**src/rtl/trap_pkg.sv**
```systemverilog
`timescale 1ns/1ps
package trap_pkg;
  typedef enum logic [2:0] {
    VEC_NONE   = 3'd0,
    VEC_KERNEL = 3'd1,
    VEC_USER   = 3'd2,
    VEC_DOUBLE = 3'd3,
    VEC_DEBUG  = 3'd4
  } vec_e;

  typedef struct packed {
    logic wrVaddr;
    logic wrCause;
    logic wrEpc1;
    logic wrDepc;
    logic setExcm;
    logic clrExcm;
    logic dbgTake;
  } strobe_t;

  localparam int ILVL_W  = 4;
  localparam int ST_EXCM = 4;
  localparam int ST_UM   = 5;
  localparam int ST_W    = 6;
  localparam int AW      = 5;

  localparam logic [AW-1:0] A_STATUS   = 5'h00;
  localparam logic [AW-1:0] A_CAUSE    = 5'h01;
  localparam logic [AW-1:0] A_VADDR    = 5'h02;
  localparam logic [AW-1:0] A_DEPC     = 5'h03;
  localparam logic [AW-1:0] A_DBGCAUSE = 5'h04;
  localparam logic [AW-1:0] A_EPC_BASE = 5'h08;
  localparam logic [AW-1:0] A_EPS_BASE = 5'h10;
endpackage

```
**src/rtl/trap_ctrl.sv**
```systemverilog
`timescale 1ns/1ps
module trap_ctrl
  import trap_pkg::*;
#(
  parameter int XLEN      = 32,
  parameter int DCAUSE_W  = 6,
  parameter int DBG_LEVEL = 3,
  parameter bit HAS_DPC   = 1'b1
) (
  input  logic                clk,
  input  logic                rstN,
  input  logic                excReq,
  input  logic                excHasAddr,
  input  logic                dbgReq,
  input  logic [XLEN-1:0]     dbgPc,
  input  logic [DCAUSE_W-1:0] dbgCause,
  input  logic                rfe,
  input  logic [ST_W-1:0]     statusQ,
  output strobe_t             strb,
  output logic [XLEN-1:0]     dbgPcSel,
  output logic [DCAUSE_W-1:0] dbgCauseSel,
  output logic                redirect,
  output vec_e                vecSel
);
  localparam logic [ILVL_W-1:0] DBG_LVL_V = ILVL_W'(DBG_LEVEL);

  logic                pendQ;
  logic [XLEN-1:0]     pendPcQ;
  logic [DCAUSE_W-1:0] pendCauseQ;
  logic                dbgAvail, gateOk, inExc;
  vec_e                vecNext;

  assign dbgAvail    = pendQ | dbgReq;
  assign dbgPcSel    = pendQ ? pendPcQ : dbgPc;
  assign dbgCauseSel = pendQ ? pendCauseQ : dbgCause;
  assign gateOk      = statusQ[ILVL_W-1:0] < DBG_LVL_V;
  assign inExc       = statusQ[ST_EXCM];

  always_comb begin
    strb         = '0;
    strb.wrVaddr = excReq & excHasAddr;
    strb.wrCause = excReq;
    strb.setExcm = excReq;
    strb.wrDepc  = excReq & inExc & HAS_DPC;
    strb.wrEpc1  = excReq & ~(inExc & HAS_DPC);
    strb.clrExcm = rfe;
    strb.dbgTake = dbgAvail & ~excReq & gateOk;
  end

  always_comb begin
    if (excReq) begin
      if (inExc)                vecNext = VEC_DOUBLE;
      else if (statusQ[ST_UM])  vecNext = VEC_USER;
      else                      vecNext = VEC_KERNEL;
    end else if (strb.dbgTake) begin
      vecNext = VEC_DEBUG;
    end else begin
      vecNext = VEC_NONE;
    end
  end

  always_ff @(posedge clk or negedge rstN) begin
    if (!rstN) begin
      pendQ      <= 1'b0;
      pendPcQ    <= '0;
      pendCauseQ <= '0;
      redirect   <= 1'b0;
      vecSel     <= VEC_NONE;
    end else begin
      redirect <= (vecNext != VEC_NONE);
      vecSel   <= vecNext;
      if (dbgAvail && excReq) begin
        pendQ <= 1'b1;
        if (!pendQ) begin
          pendPcQ    <= dbgPc;
          pendCauseQ <= dbgCause;
        end
      end else begin
        pendQ <= 1'b0;
      end
    end
  end

  // a double vector follows only from a request made while in an exception
  a_r3_double_needs_excm: assert property (@(posedge clk) disable iff (!rstN)
    (redirect && vecSel == VEC_DOUBLE) |-> ($past(excReq) && $past(statusQ[ST_EXCM])));
  // a debug vector follows only from a level below the debug level
  a_r6_debug_gate: assert property (@(posedge clk) disable iff (!rstN)
    (redirect && vecSel == VEC_DEBUG) |-> ($past(statusQ[ILVL_W-1:0]) < DBG_LVL_V));
  // a colliding debug request is held for the next cycle
  a_r8_hold_debug: assert property (@(posedge clk) disable iff (!rstN)
    (excReq && dbgReq && !pendQ) |=> pendQ);
  // idle vector code is zero
  a_r11_idle_none: assert property (@(posedge clk) disable iff (!rstN)
    !redirect |-> (vecSel == VEC_NONE));
endmodule

```
**src/rtl/trap_regs.sv**
```systemverilog
`timescale 1ns/1ps
module trap_regs
  import trap_pkg::*;
#(
  parameter int XLEN      = 32,
  parameter int CAUSE_W   = 6,
  parameter int DCAUSE_W  = 6,
  parameter int DBG_LEVEL = 3,
  parameter bit HAS_DPC   = 1'b1
) (
  input  logic                clk,
  input  logic                rstN,
  input  strobe_t             strb,
  input  logic [XLEN-1:0]     excPc,
  input  logic [CAUSE_W-1:0]  excCause,
  input  logic [XLEN-1:0]     excAddr,
  input  logic [XLEN-1:0]     dbgPc,
  input  logic [DCAUSE_W-1:0] dbgCause,
  input  logic                swWrEn,
  input  logic [AW-1:0]       swAddr,
  input  logic [XLEN-1:0]     swWrData,
  output logic [ST_W-1:0]     statusQ,
  output logic [XLEN-1:0]     swRdData
);
  localparam logic [ILVL_W-1:0] DBG_LVL_V = ILVL_W'(DBG_LEVEL);

  logic [ST_W-1:0]     statusNext;
  logic [CAUSE_W-1:0]  causeQ;
  logic [DCAUSE_W-1:0] dbgCauseQ;
  logic [XLEN-1:0]     vaddrQ, depcQ;
  logic [XLEN-1:0]     epcQ [1:DBG_LEVEL];
  logic [ST_W-1:0]     epsQ [2:DBG_LEVEL];

  function automatic logic swHit(input logic [AW-1:0] a);
    return swWrEn && (swAddr == a);
  endfunction

  always_comb begin
    statusNext = statusQ;
    if (swHit(A_STATUS)) statusNext = swWrData[ST_W-1:0];
    if (strb.clrExcm)    statusNext[ST_EXCM] = 1'b0;
    if (strb.setExcm)    statusNext[ST_EXCM] = 1'b1;
    if (strb.dbgTake) begin
      statusNext[ILVL_W-1:0] = DBG_LVL_V;
      statusNext[ST_EXCM]    = 1'b1;
    end
  end

  always_ff @(posedge clk or negedge rstN) begin
    if (!rstN) begin
      statusQ   <= '0;
      causeQ    <= '0;
      dbgCauseQ <= '0;
      vaddrQ    <= '0;
      for (int l = 1; l <= DBG_LEVEL; l++) epcQ[l] <= '0;
      for (int l = 2; l <= DBG_LEVEL; l++) epsQ[l] <= '0;
    end else begin
      statusQ <= statusNext;
      if (strb.wrCause)          causeQ <= excCause;
      else if (swHit(A_CAUSE))   causeQ <= swWrData[CAUSE_W-1:0];
      if (strb.wrVaddr)          vaddrQ <= excAddr;
      else if (swHit(A_VADDR))   vaddrQ <= swWrData;
      if (strb.dbgTake)          dbgCauseQ <= dbgCause;
      else if (swHit(A_DBGCAUSE)) dbgCauseQ <= swWrData[DCAUSE_W-1:0];
      for (int l = 1; l <= DBG_LEVEL; l++) begin
        if (l == 1 && strb.wrEpc1)                epcQ[l] <= excPc;
        else if (l == DBG_LEVEL && strb.dbgTake)  epcQ[l] <= dbgPc;
        else if (swHit(A_EPC_BASE + AW'(l)))      epcQ[l] <= swWrData;
      end
      for (int l = 2; l <= DBG_LEVEL; l++) begin
        if (l == DBG_LEVEL && strb.dbgTake)       epsQ[l] <= statusQ;
        else if (swHit(A_EPS_BASE + AW'(l)))      epsQ[l] <= swWrData[ST_W-1:0];
      end
    end
  end

  generate
    if (HAS_DPC) begin : g_depc
      always_ff @(posedge clk or negedge rstN) begin
        if (!rstN)              depcQ <= '0;
        else if (strb.wrDepc)   depcQ <= excPc;
        else if (swHit(A_DEPC)) depcQ <= swWrData;
      end
    end else begin : g_no_depc
      assign depcQ = '0;
    end
  endgenerate

  always_comb begin
    swRdData = '0;
    case (swAddr)
      A_STATUS:   swRdData = XLEN'(statusQ);
      A_CAUSE:    swRdData = XLEN'(causeQ);
      A_VADDR:    swRdData = vaddrQ;
      A_DEPC:     swRdData = depcQ;
      A_DBGCAUSE: swRdData = XLEN'(dbgCauseQ);
      default:    swRdData = '0;
    endcase
    for (int l = 1; l <= DBG_LEVEL; l++)
      if (swAddr == A_EPC_BASE + AW'(l)) swRdData = epcQ[l];
    for (int l = 2; l <= DBG_LEVEL; l++)
      if (swAddr == A_EPS_BASE + AW'(l)) swRdData = XLEN'(epsQ[l]);
  end

  // a general exception leaves the in-exception flag set
  a_r4_excm_set: assert property (@(posedge clk) disable iff (!rstN)
    strb.setExcm |=> statusQ[ST_EXCM]);
  // a taken debug exception raises the level to the debug level
  a_r7_debug_level: assert property (@(posedge clk) disable iff (!rstN)
    strb.dbgTake |=> (statusQ[ILVL_W-1:0] == DBG_LVL_V && statusQ[ST_EXCM]));
  // return from exception clears the flag when nothing else writes status
  a_r9_rfe_clears: assert property (@(posedge clk) disable iff (!rstN)
    (strb.clrExcm && !strb.setExcm && !strb.dbgTake && !swHit(A_STATUS))
      |=> !statusQ[ST_EXCM]);
  // virtual address holds without a writer
  a_r5_vaddr_hold: assert property (@(posedge clk) disable iff (!rstN)
    (!strb.wrVaddr && !swHit(A_VADDR)) |=> $stable(vaddrQ));
endmodule

```
**src/rtl/trap_dispatch.sv**
```systemverilog
`timescale 1ns/1ps
module trap_dispatch
  import trap_pkg::*;
#(
  parameter int XLEN      = 32,
  parameter int CAUSE_W   = 6,
  parameter int DCAUSE_W  = 6,
  parameter int DBG_LEVEL = 3,
  parameter bit HAS_DPC   = 1'b1
) (
  input  logic                clk,
  input  logic                rstN,
  input  logic                excReq,
  input  logic [XLEN-1:0]     excPc,
  input  logic [CAUSE_W-1:0]  excCause,
  input  logic                excHasAddr,
  input  logic [XLEN-1:0]     excAddr,
  input  logic                dbgReq,
  input  logic [XLEN-1:0]     dbgPc,
  input  logic [DCAUSE_W-1:0] dbgCause,
  input  logic                rfe,
  input  logic                swWrEn,
  input  logic [4:0]          swAddr,
  input  logic [XLEN-1:0]     swWrData,
  output logic [XLEN-1:0]     swRdData,
  output logic [2:0]          vecSel,
  output logic                redirect
);
  strobe_t             strb;
  logic [ST_W-1:0]     statusQ;
  logic [XLEN-1:0]     dbgPcSel;
  logic [DCAUSE_W-1:0] dbgCauseSel;
  vec_e                vecQ;

  trap_ctrl #(.XLEN(XLEN), .DCAUSE_W(DCAUSE_W), .DBG_LEVEL(DBG_LEVEL), .HAS_DPC(HAS_DPC)) u_ctrl (
    .clk(clk), .rstN(rstN), .excReq(excReq), .excHasAddr(excHasAddr),
    .dbgReq(dbgReq), .dbgPc(dbgPc), .dbgCause(dbgCause), .rfe(rfe),
    .statusQ(statusQ), .strb(strb), .dbgPcSel(dbgPcSel), .dbgCauseSel(dbgCauseSel),
    .redirect(redirect), .vecSel(vecQ)
  );

  trap_regs #(.XLEN(XLEN), .CAUSE_W(CAUSE_W), .DCAUSE_W(DCAUSE_W),
              .DBG_LEVEL(DBG_LEVEL), .HAS_DPC(HAS_DPC)) u_regs (
    .clk(clk), .rstN(rstN), .strb(strb), .excPc(excPc), .excCause(excCause),
    .excAddr(excAddr), .dbgPc(dbgPcSel), .dbgCause(dbgCauseSel),
    .swWrEn(swWrEn), .swAddr(swAddr), .swWrData(swWrData),
    .statusQ(statusQ), .swRdData(swRdData)
  );

  assign vecSel = vecQ;
endmodule

```
**config.mk**
```make
export PLATFORM = sky130hd
export DESIGN_NAME = trap_dispatch
export DESIGN_NICKNAME = d
export VERILOG_FILES = /design/src/rtl/trap_pkg.sv /design/src/rtl/trap_ctrl.sv /design/src/rtl/trap_regs.sv /design/src/rtl/trap_dispatch.sv
export SDC_FILE = /design/constraint.sdc
export NUM_CORES = 1
export LEC_CHECK = 0
export BUFFER_PORTS_ARGS = -buffer_cell sky130_fd_sc_hd__clkbuf_2
export CELL_PAD_IN_SITES_DETAIL_PLACEMENT = 2
export CELL_PAD_IN_SITES_GLOBAL_PLACEMENT = 2
export CORE_ASPECT_RATIO = 1.25
export CORE_MARGIN = 4
export CORE_UTILIZATION = 39
export DETAILED_ROUTE_END_ITERATION = 12
export GPL_TIMING_DRIVEN = 0
export PLACE_DENSITY = 0.95
export SLEW_MARGIN = 20
export SYNTH_ARGS = -nofsm -noshare
export SYNTH_HDL_FRONTEND = slang
export SYNTH_SLANG_ARGS = --single-unit
```
**constraint.sdc**
```tcl
create_clock -name clk -period 3.6 [get_ports clk]
set_clock_uncertainty 0.1 [all_clocks]
set_input_delay 0.72 -clock clk [delete_from_list [all_inputs] [get_ports clk]]
set_output_delay 0.72 -clock clk [all_outputs]
set_load 0.02 [all_outputs]
```
== Word level (Yosys, flattened, before mapping) ==
Cells that the tools add are included.
Word-level totals
  register bits: 233
  bits of input ports: 152
  output and inout bits: 36
  word-level logic and storage cells: 88
Operators by class
  magnitude comparators: 1
  equality and inequality tests: 9
  mux-type cells: 31
  bitwise gates (word level): 8
  reductions and logical operators: 22
Operators with widths (count)
  32-bit 2-to-1 mux: 14
  32-bit one-hot mux with 5 select lines: 1
  6-bit 2-to-1 mux: 7
  2-bit nonzero test: 8
  5-bit by 4-bit == test with 1-bit output (second input constant): 3
  1-bit logical AND: 11
  5-bit by 2-bit == test with 1-bit output (second input constant): 2
  5-bit == test (second input constant): 2
  5-bit 2-to-1 mux: 2
  3-bit 2-to-1 mux: 3
  1-bit AND: 5
  5-bit by 1-bit == test with 1-bit output (second input constant): 1
  5-bit by 3-bit == test with 1-bit output (second input constant): 1
  5-bit logical NOT: 1
  4-bit by 2-bit less-than comparator with 1-bit output (second input constant): 1
  4-bit nonzero test: 1
  1-bit 2-to-1 mux: 3
  3-bit nonzero test: 1
  2-bit 2-to-1 mux: 1
  1-bit NOT: 2
  1-bit bitwise OR: 1

== Depth between registers and ports, before layout ==
Gate-level depths: netlist of the first run.
  depth after elaboration: 7
  mapped depth: 8
  gate-level depth less buffers: 5

== Cells and area by module ==
Synthesis of the first run repeated with hierarchy kept, for this count alone.
Unflattened totals
  cells, all modules: 1188
  area, all modules: 12353.1 sq um
By module, submodules not included
  trap_regs: instances 1, cells an instance 1043, area an instance 10226.1 sq um, seq. area each 4754.6 sq um
  trap_ctrl: instances 1, cells an instance 145, area an instance 2127.0 sq um, seq. area each 1076.0 sq um

== Worst setup path before layout of the first run ==
Ideal clock, no wire load.
  path kind: input port to output port
  from: input swAddr[4]
  to: output swRdData[5]
  arrival: 2.182 ns
  required time: 2.780 ns
  setup slack: 0.598 ns
  stages on the path: 5
  path buffers: 1
  cells stage by stage: buf_2 -> or4b_1 -> o22ai_1 -> nor4_1 -> o31ai_1
Between the ends
  word-level cells in the longest chain between the ends: 7
  elaborated cells on any way between the ends: 16
  those cells by class: eq/ne: 9; mux: 6; reduce/logical: 1
Ends and longest elaborated chain
  start, declared: line trap_dispatch.sv:23  | input logic [4:0] swAddr,
  5-bit by 3-bit == test with 1-bit output (tied with other cells): line trap_regs.sv:91  | case (swAddr)
  32-bit one-hot mux with 5 select lines: line trap_regs.sv:91
  32-bit 2-to-1 mux (3 in a row): line trap_regs.sv:100  | if (swAddr == A_EPC_BASE + AW'(l)) swRdData = epcQ[l];
  32-bit 2-to-1 mux: line trap_regs.sv:102  | if (swAddr == A_EPS_BASE + AW'(l)) swRdData = XLEN'(epsQ[l]);
  32-bit 2-to-1 mux (*): line trap_regs.sv:102
  end, declared: line trap_dispatch.sv:25  | output logic [XLEN-1:0] swRdData,
Every way passes the cells marked *; elsewhere a longest branch is shown, timed or not.

== Worst setup path in the final report of the first run ==
  from: input swAddr[2]
  to: output swRdData[29]
Same word-level chain as after synthesis.

==> results of run 1 <==
## through the flow
step           worst slack [ps]  util (%)  area [sq um]
5_1_grt                   -27.2      47.5         14700
2_1_floorplan               598         -         12300
6_report                  -20.4      47.5         14800
3_3_place_gp              -3210      44.2         13700
3_5_place_dp               -211      44.4         13800
4_1_cts                    9.72      47.3         14700
## cell usage after synthesis (2+ instances only)
master and n:
a211oi_1 29, buf_6 4, mux2_2 70, or3_1 2, nand3b_1 31, a32oi_1 3
o211ai_1 4, a21oi_1 37, nor2_1 54, mux2i_1 146, clkbuf_1 44, nor2b_1 32
a21o_1 3, o21a_1 7, and2_1 4, nand2_1 159, buf_1 4, buf_4 7
nor4_1 3, or3b_2 6, o211a_1 6, a221oi_1 25, nand3_2 2, o22ai_1 9
nand2b_1 6, o21ai_0 135, a2111oi_0 3, inv_1 11, o31ai_1 29, a41oi_2 2
nor3_1 5, or4b_1 2, nand3_1 26, and3_1 5, dfrtp_1 233, o21ai_1 12
a22o_1 2, buf_2 46
## state kept, by name (all words and copies together) (netlist names)
name and cells:
u_ctrl.pendCauseQ 6, u_ctrl.pendPcQ 32, u_ctrl.pendQ 1, u_ctrl.redirect 1, u_ctrl.vecSel 3, u_regs.causeQ 6
u_regs.dbgCauseQ 6, u_regs.depcQ 32, u_regs.epcQ 96, u_regs.epsQ 12, u_regs.statusQ 6, u_regs.vaddrQ 32
## final cells by class
class / instances / area, sq um
Clock buffer: 33 / 748
Multi-Input combinational cell: 876 / 5960
Fill cell: 3256 / 16300
Tap cell: 407 / 509
Timing Repair Buffer: 184 / 975
Buffer: 104 / 517
Sequential cell: 233 / 5830
Antenna cell: 1 / 2.50
Inverter: 12 / 45.0
Clock inverter: 15 / 159
## how the worst min path moves through the flow
| stage | start | end | slack [ps] |
|---|---|---|---|
| after global placement | u_regs.epcQ[71] | u_regs.epcQ[71] | 360 |
| after floorplan | rstN | u_ctrl.pendCauseQ[0] | 320 |
| final | rstN | u_ctrl.pendPcQ[17] | 100 |
| after CTS | rstN | u_ctrl.pendPcQ[17] | 130 |
| after global routing | rstN | u_ctrl.pendPcQ[17] | 150 |
| after detailed placement | u_regs.epcQ[70] | u_regs.epcQ[70] | 380 |
## cells by family (layout without fill, tap and decap cells)
kind of cell / after synthesis / after routing / share of synthesized area (%)
other cells: 0 / 1 / 0
flops: 233 / 233 / 47.4
compound gates: 312 / 312 / 15.9
mux: 217 / 217 / 18.4
buf+inv: 117 / 348 / 4.49
simple gates: 347 / 347 / 13.8
## report_power, final
group	switching, uW	leakage (uW)	internal [uW]
Clock	1220	0.000452	1680
Sequential	501	0.00286	3270
Combinational	1190	0.00357	714
Total	2910	0.00689	5670
## critical path, delay by kind of cell
kind	cells	cell delay (ps)
buffers and inverters	4	1130
AOI/OAI and AO/OA	1	170
and+or+nand+nor	3	770
## timing repair
item / CTS / global route
pin swaps: 0 / 1
hold endpoints to repair: 0 / 0
endpoints found under the setup margin: 23 / 10
cloned: 0 / 0
resized for setup: 8 / 18
## per-layer routing
metal | track usage [%] | vias up
met5 | 0 | -
met1 | 36.2 | 5982
met2 | 59.0 | 593
met3 | 5.22 | 207
met4 | 18.9 | 0
li1 | - | 4822
==> metrics.cfg, run 1 <==
[run_status]
outcome=finished with violations
violations=negative setup slack

[logic_synthesis]
synth_seq_cells=233
synth_top_area_cell=dfrtp_1
synth.area.top_cells=dfrtp_1, mux2i_1, mux2_2
syn_nets=1378
yosys_warnings=0
yosysSeqAreaShare_pct=47.4
syn_inst=1226
avgSynthCellArea_sq_um=10.0
synth_top_area_share_pct=47.4
synthArstFlopShare_pct=100
synthDistinctLibCells=56
yosys_most_used_dff=dfrtp_1
synth_area_sq_mm=0.0123
synth_edf_count=0

[die]
die_h_um=207
start_util_pct=39.6
fp.dieW_um=167
coreArea_sq_mm=0.0311
io_pins=188
dieArea_sq_mm=0.0345
fp-row-count=72

[detailed_routing]
viasPerCell=6.22
wl_per_cell_um=30.8
maxUsedRoutingLayer=met4
m1WireLength_um=21100
dr.pass1.iters=5
route.detailed.drc=0
dr_wl_met2_um=29400
drtIter0Drc=943
wl_met3_um=3260
routed_wl_um=57400
dr_total_vias=11600
ant_nets=0

[clock_tree]
cts-htree-levels=1
cts_setup_buffers=0
cts_buffer_depth=3
cts_buffers=26
cts_num_sinks=233
clk_latency_ps=550
clk_pin_slew_ps=60
hold_buffers=0
tritoncts=done
cts-root-buf=clkbuf_16

[sta]
fin_tns_setup_ps=-21.5
setup_viol=2
period_minus_slack_ps=3620
post-route-period-util_pct=101
fin_ws_ps=-20.4
worst_pin_slew_ps=836
max_slew_margin_pct=44.3
final_max_slew_viol_count=0
hold_viol=0
fmax_mhz=276
worst_hold_slack_ps=103

[worst_setup_path]
crit_chain=clkbuf_2 -> and3b_1 -> and2_1 -> buf_4 -> clkbuf_1 -> nand2_1 -> o21ai_0 -> clkbuf_2
crit_fanout=10
start_kind=input port
cpMostUsedCell=clkbuf_2
crit_start=swAddr[2]
r2r_start=u_regs.statusQ[4]
worstPathRequired_ps=2780
cp-end-kind=output pin
regToRegEndpoint=u_regs.depcQ[11]
worstRegToRegCells=6
endpoint=swRdData[29]
critical_path_class=input port to output pin
worst_path_largest_cell_delay_ps=500
arrival_ps=2800
slowest_stage=clkbuf_1
r2r_slack_ps=910

[place]
gp_congestion=0.923
dp_hpwl_um=38900
port_buffers=182
dp.cells=1817

[min_path]
hold_path_class=input port to asynchronous set/reset pin

[global_routing]
grt.overflow.total=0
grt_max_degree=85
antenna_found_initial=0
grt_use_total_pct=32.5
grt_pass1_vias=13600
grt_pass1_wl_um=85800

[pwr]
p_per_area_mw_per_mm2=581
leakagePower_uw=0.00689
vdd_drop_max_uv=351
power_uw=8570

[final_layout]
stdcell_count=1865
layout_common_cells=dfrtp_1, clkbuf_2, nand2_1, mux2i_1, o21ai_0
layout_commonest_cell=dfrtp_1
finalNetCount=1589
syn_to_final_growth_pct=19.9
drive_gt1_share_pct=27.0

[run]
drv_cap=0

Power figures use the tool's default switching activity.
==> run 2: changes to the inputs <==
Settings changed: CORE_ASPECT_RATIO 1.25 to unset.
==> run 2 against run 1 <==
  * The run still ends with negative setup slack left
  * Clock power increased by 2%
  * Sequential cell count unchanged
  * Routed wire length increased by 4.3%
  * Cell area decreased by 0.23%
  * Sequential share of layout area increased by 0.091 points
  * Power increased by 1.7%
  * Critical path depth unchanged
  * Non-clock buffer count unchanged
  * Global-route usage increased by 1.0 points
  * Utilization increased by 0.28 points
  * Die area about the same
==> metrics.cfg, run 2 (synthesis results as in run 1) <==
[global_routing]
met1_usage_pct=42.0  ; +5.8 points
grt_pass1_wl_um=87300  ; +1.8%
gr-usage-met2_pct=56.5  ; -2.6 points
grt.overflow.total=0  ; unchanged
grt_pass1_vias=13300  ; -2.8%
busiest_layer=met2
antenna_found_initial=3  ; +3
grt_max_degree=89  ; +4.7%
grt_use_total_pct=33.6  ; +1.0 points
met3_usage_pct=5.67  ; +0.45 points

[sta]
fmax_mhz=272  ; -1.3%
max_slew_margin_pct=37.0  ; -7.3 points
post-route-period-util_pct=102  ; +1.4 points
fin_ws_ps=-69.8  ; -49.4 ps
final_max_slew_viol_count=0  ; unchanged
hold_viol=0  ; unchanged
setup_viol=4  ; +2
period_minus_slack_ps=3670  ; +49.4 ps
worst_pin_slew_ps=939  ; +104 ps

[die]
io_pins=188  ; unchanged
dieArea_sq_mm=0.0345  ; about the same
fp-row-count=64  ; -11%
die_h_um=186  ; -10%
coreArea_sq_mm=0.0308  ; -0.81%
start_util_pct=39.9  ; +0.32 points
fp.dieW_um=186  ; +11%

[detailed_routing]
ant_nets=0  ; unchanged
dr.pass1.iters=7  ; +2
dr_total_vias=12000  ; +3.6%
routed_wl_um=59900  ; +4.3%
drtIter0Drc=1266  ; +34%
route.detailed.drc=0  ; unchanged
wl_per_cell_um=32.2  ; +4.5%
viasPerCell=6.46  ; +3.9%

[run]
drv_cap=0  ; unchanged

[min_path]
hold_path_class=input port to asynchronous set/reset pin

[clock_tree]
cts_buffers=29  ; +12%
cts-root-buf=clkbuf_16
tritoncts=done
cts_buffer_depth=3  ; unchanged
clk_latency_ps=560  ; about the same
cts_num_sinks=233  ; unchanged
hold_buffers=0  ; unchanged
cts-htree-levels=1  ; unchanged
clk_pin_slew_ps=50  ; about the same

[place]
dp_hpwl_um=39700  ; +2.0%
port_buffers=182  ; unchanged
dp.cells=1806  ; -0.61%
gp_congestion=0.972  ; +5.3%
place_area_sq_mm=0.0138  ; -0.10%
post-place-ws_ps=-129  ; +81.8 ps

[final_layout]
syn_to_final_growth_pct=19.6
largest_reg_flops=96  ; unchanged
final_cell_area_sq_mm=0.0147  ; -0.23%
layout_common_cells=dfrtp_1, clkbuf_2, nand2_1, mux2i_1, o21ai_0
layout_commonest_cell=dfrtp_1
drive_gt1_share_pct=26.1  ; -0.91 points
finalNetCount=1592  ; +0.19%
stdcell_count=1861  ; -0.21%
post-route-util_pct=47.7  ; +0.28 points
top_register=u_regs.epcQ

[worst_setup_path]
worstPathRequired_ps=2780  ; about the same
critical_path_class=input port to output pin
arrival_ps=2850  ; +50 ps
start_kind=input port
cp-end-kind=output pin
crit_fanout=10  ; unchanged

[pwr]
leakagePower_uw=0.00688  ; -0.11%
vdd_drop_max_uv=362  ; +3.3%
power.switching_uw=3060  ; +5.2%
swShare_pct=35.1  ; +1.2 points
clkPwrFrac_pct=33.8  ; about the same
sequentialPowerShare_pct=44.0  ; about the same
p_per_area_mw_per_mm2=592  ; +1.9%
combPwrFrac_pct=22.2  ; about the same
power_uw=8720  ; +1.7%
p_int_uw=5660  ; -0.14%

[run_status]
violations=negative setup slack
outcome=finished with violations

run 2: layout make-up:
class | count | area, sq um
timing repair buffer | 184 | 975
clock inverter | 9 | 73.8
tap | 396 | 495
inverter | 12 | 45.0
sequential | 233 | 5830
fill | 3213 | 16100
antenna | 3 | 7.51
clock buffer | 44 | 842
buffer | 104 | 522
multi-input combinational | 876 | 5930
run 2: metal layers:
metal / wire (um) / share of wire, %
met5: 18 / 0.030
met4: 3480 / 5.8
met3: 4460 / 7.4
met2: 28700 / 48
met1: 23200 / 39
run 2: critical path, stage by stage:
cell and delay (ps):
clkbuf_2 140, buf_2 210, or3_1 370, buf_2 180, nor3b_2 420, a2111oi_0 230, o22ai_1 320, clkbuf_2 250
run 2: path summary, 6_finish.rpt:
check                                  startpoint                end  depth (start not counted)  slack, ps
min in group clk                              rfe  u_regs.statusQ[4]                          2        260
worst min-delay path                         rstN  u_ctrl.pendPcQ[4]                          1         80
max in group asynchronous                    rstN   u_regs.vaddrQ[9]                          3       1990
worst max register to register  u_regs.statusQ[2]    u_regs.epcQ[27]                          6        670
worst max-delay path                    swAddr[4]        swRdData[0]                          8        -70
worst min register to register    u_regs.epcQ[65]    u_regs.epcQ[65]                          2        400
run 2: what timing repair did:
action                     4_1_cts  5_1_grt
buffers inserted                 0        0
gates resized for setup         11       10
setup endpoints to repair       17       18
pin swaps                        0        2
run 2: power by group through the flow:
stage	logic (uW)	registers (uW)	clock network [uW]
after global placement	1600	3680	0
after CTS	1900	3780	2960
after detailed placement	1800	3770	0
after floorplan	1110	3560	0
after global routing	2060	3860	3080
final	1940	3830	2950
run 2: through the flow:
stage | setup TNS, ps | hold WS (ps)
3_3_place_gp | -725390 | 361
6_report | -129 | 82.1
2_1_floorplan | 0 | 324
3_5_place_dp | -693 | 378
5_1_grt | -60.6 | 141
4_1_cts | 0 | 109
==> run 3: changes to the inputs <==
Settings changed: SKIP_LAST_GASP set to 1, SLEW_MARGIN 20 to 10.
==> run 3 against run 2 <==
  * The flow still finishes with violations (negative setup slack)
  * Hold slack improved by 4.0 ps
  * Register-to-register slack improved by 60 ps
  * Cell area up 0.94%
  * Sequential power about the same
  * Cell count down 0.16%
  * First-iteration DRC count rose by 14%
  * Maximum frequency is 0.15% lower
  * Sequential share of layout area down 0.37 points
  * Die area unchanged
  * Power up 3.5%
  * Via count up 1.5%
  * Critical path type unchanged
  * Critical endpoint unchanged
  * Highest routed layer unchanged
==> metrics.cfg, run 3 (synthesis results as in run 1) <==
[sta]
final_max_slew_viol_count=0  ; unchanged
max_slew_margin_pct=34.5  ; -2.5 points
worst_hold_slack_ps=86.0  ; +3.97 ps
hold_viol=0  ; unchanged
worst_pin_slew_ps=976  ; +36.8 ps
fin_ws_ps=-75.2  ; -5.38 ps
period_minus_slack_ps=3680  ; +5.38 ps
fmax_mhz=272  ; -0.15%
rsz0062_at_grt=yes
setup_viol=6  ; +2
fin_tns_setup_ps=-200  ; -71.1 ps
post-route-period-util_pct=102  ; +0.15 points

[min_path]
hold_path_class=input port to asynchronous set/reset pin

[pwr]
leakagePower_uw=0.00694  ; +0.93%
vdd_drop_max_uv=340  ; -6.3%
power_uw=9020  ; +3.5%
p_per_area_mw_per_mm2=607  ; +2.5%

[worst_setup_path]
worst-path-buf-inv=4  ; unchanged
worst_path_largest_cell_delay_ps=400  ; -20 ps
crit_fanout=10  ; unchanged
arrival_ps=2860  ; about the same
r2r_slack_ps=730  ; +60 ps
cp_top_family=buffers and inverters
slowest_stage=or3_1
critical_path_class=input port to output pin
start_kind=input port
crit_chain=clkbuf_2 -> buf_2 -> or3_1 -> buf_2 -> nor3b_4 -> a2111oi_1 -> o22ai_1 -> clkbuf_2
cp-end-kind=output pin
worstPathRequired_ps=2780  ; about the same

[detailed_routing]
dr.pass1.iters=6  ; -1
routed_wl_um=62300  ; +4.0%
m1WireLength_um=23800  ; +2.5%
wl_per_cell_um=33.5  ; +4.2%
route.detailed.drc=0  ; unchanged
drtIter0Drc=1440  ; +14%
maxUsedRoutingLayer=met5
wl_met3_um=5380  ; +21%
dr_total_vias=12200  ; +1.5%
ant_nets=0  ; unchanged
viasPerCell=6.57  ; +1.7%
dr_wl_met2_um=29300  ; +2.2%

[die]
start_util_pct=39.9  ; unchanged
fp.dieW_um=186  ; unchanged
fp-row-count=64  ; unchanged
coreArea_sq_mm=0.0308  ; unchanged
die_h_um=186  ; unchanged
dieArea_sq_mm=0.0345  ; unchanged
io_pins=188  ; unchanged

[final_layout]
layout_commonest_cell=dfrtp_1
finalNetCount=1592  ; unchanged
largest_reg_flops=96  ; unchanged
final_cell_area_sq_mm=0.0149  ; +0.94%
fillers=3178  ; -1.1%
layout_common_cells=dfrtp_1, clkbuf_2, nand2_1, mux2i_1, o21ai_0
stdcell_count=1858  ; -0.16%
drive_gt1_share_pct=27.4  ; +1.2 points
top_register=u_regs.epcQ
syn_to_final_growth_pct=20.7

[global_routing]
grt_pass1_vias=13600  ; +2.4%
grt.overflow.total=0  ; unchanged
grt_pass1_wl_um=90500  ; +3.6%
grt_max_degree=95  ; +6.7%
antenna_found_initial=3  ; unchanged
grt_use_total_pct=34.8  ; +1.2 points

[place]
dp.cells=1806  ; unchanged
place_area_sq_mm=0.0138  ; unchanged
port_buffers=182  ; unchanged
gp_congestion=0.972  ; unchanged
dp_hpwl_um=39600  ; -0.24%

[clock_tree]
cts_buffer_depth=3  ; unchanged
cts_buffers=29  ; unchanged
cts-root-buf=clkbuf_16
cts_num_sinks=233  ; unchanged
hold_buffers=0  ; unchanged
clk_latency_ps=560  ; about the same
tritoncts=done
clk_pin_slew_ps=60  ; about the same
cts_setup_buffers=0  ; unchanged
cts-htree-levels=1  ; unchanged

[run]
drv_cap=0  ; unchanged

[run_status]
outcome=finished with violations
violations=negative setup slack

## run 3: cell count changes in the layout (fill, tap and decap cells not counted), moves of 3 or more
cell	delta
clkinv_2	-3
clkbuf_2	+4
a221oi_2	+3
a221oi_1	-3
clkbuf_1	-7
## run 3: where the power goes
group          internal, uW  switching [uW]
logic                   718            1300
clock network          1860            1280
registers              3270             588
total                  5840            3170
## run 3: path summary, 6_finish.rpt
check | startpoint | end | cells past startpoint
min in group clk | rfe | u_regs.statusQ[4] | 2
max in group asynchronous | rstN | u_regs.vaddrQ[24] | 2
min | rstN | u_regs.dbgCauseQ[2] | 1
max | swAddr[4] | swRdData[0] | 8
max reg2reg | u_regs.statusQ[4] | u_regs.depcQ[5] | 6
min reg2reg | u_regs.epcQ[91] | u_regs.epcQ[91] | 2
## run 3: metal layers
metal  vias to the layer above  global-route usage, %
li1                       4827                      -
met1                      6274                   42.9
met2                       813                   58.0
met3                       288                   8.09
met4                         6                   16.1
met5                         -                   1.29
## run 3: repair_timing
action	CTS	global route
resized for setup	10	33
cloned	0	0
setup endpoints to repair	20	26
pin swaps	0	1
## run 3: metrics by stage
| stage | setup WS, ps | util (%) |
|---|---|---|
| floorplan | 598 | - |
| global placement | -3140 | 44.5 |
| detailed placement | -135 | 44.7 |
| CTS | 3.97 | 47.9 |
| global route | -70.1 | 48.2 |
| finish | -75.2 | 48.2 |
## run 3: area by class of cell
type	instances	area, sq um	area share (%)
multi-input cells	876	6000	40.4
flip-flops and latches	233	5830	39.2
repair buffers	184	975	6.56
clock buffers	43	858	5.78
plain buffers	104	524	3.53
well taps	396	495	3.34
clock inverters	9	128	0.859
inverters	12	45.0	0.303
diodes	1	2.50	0.0168
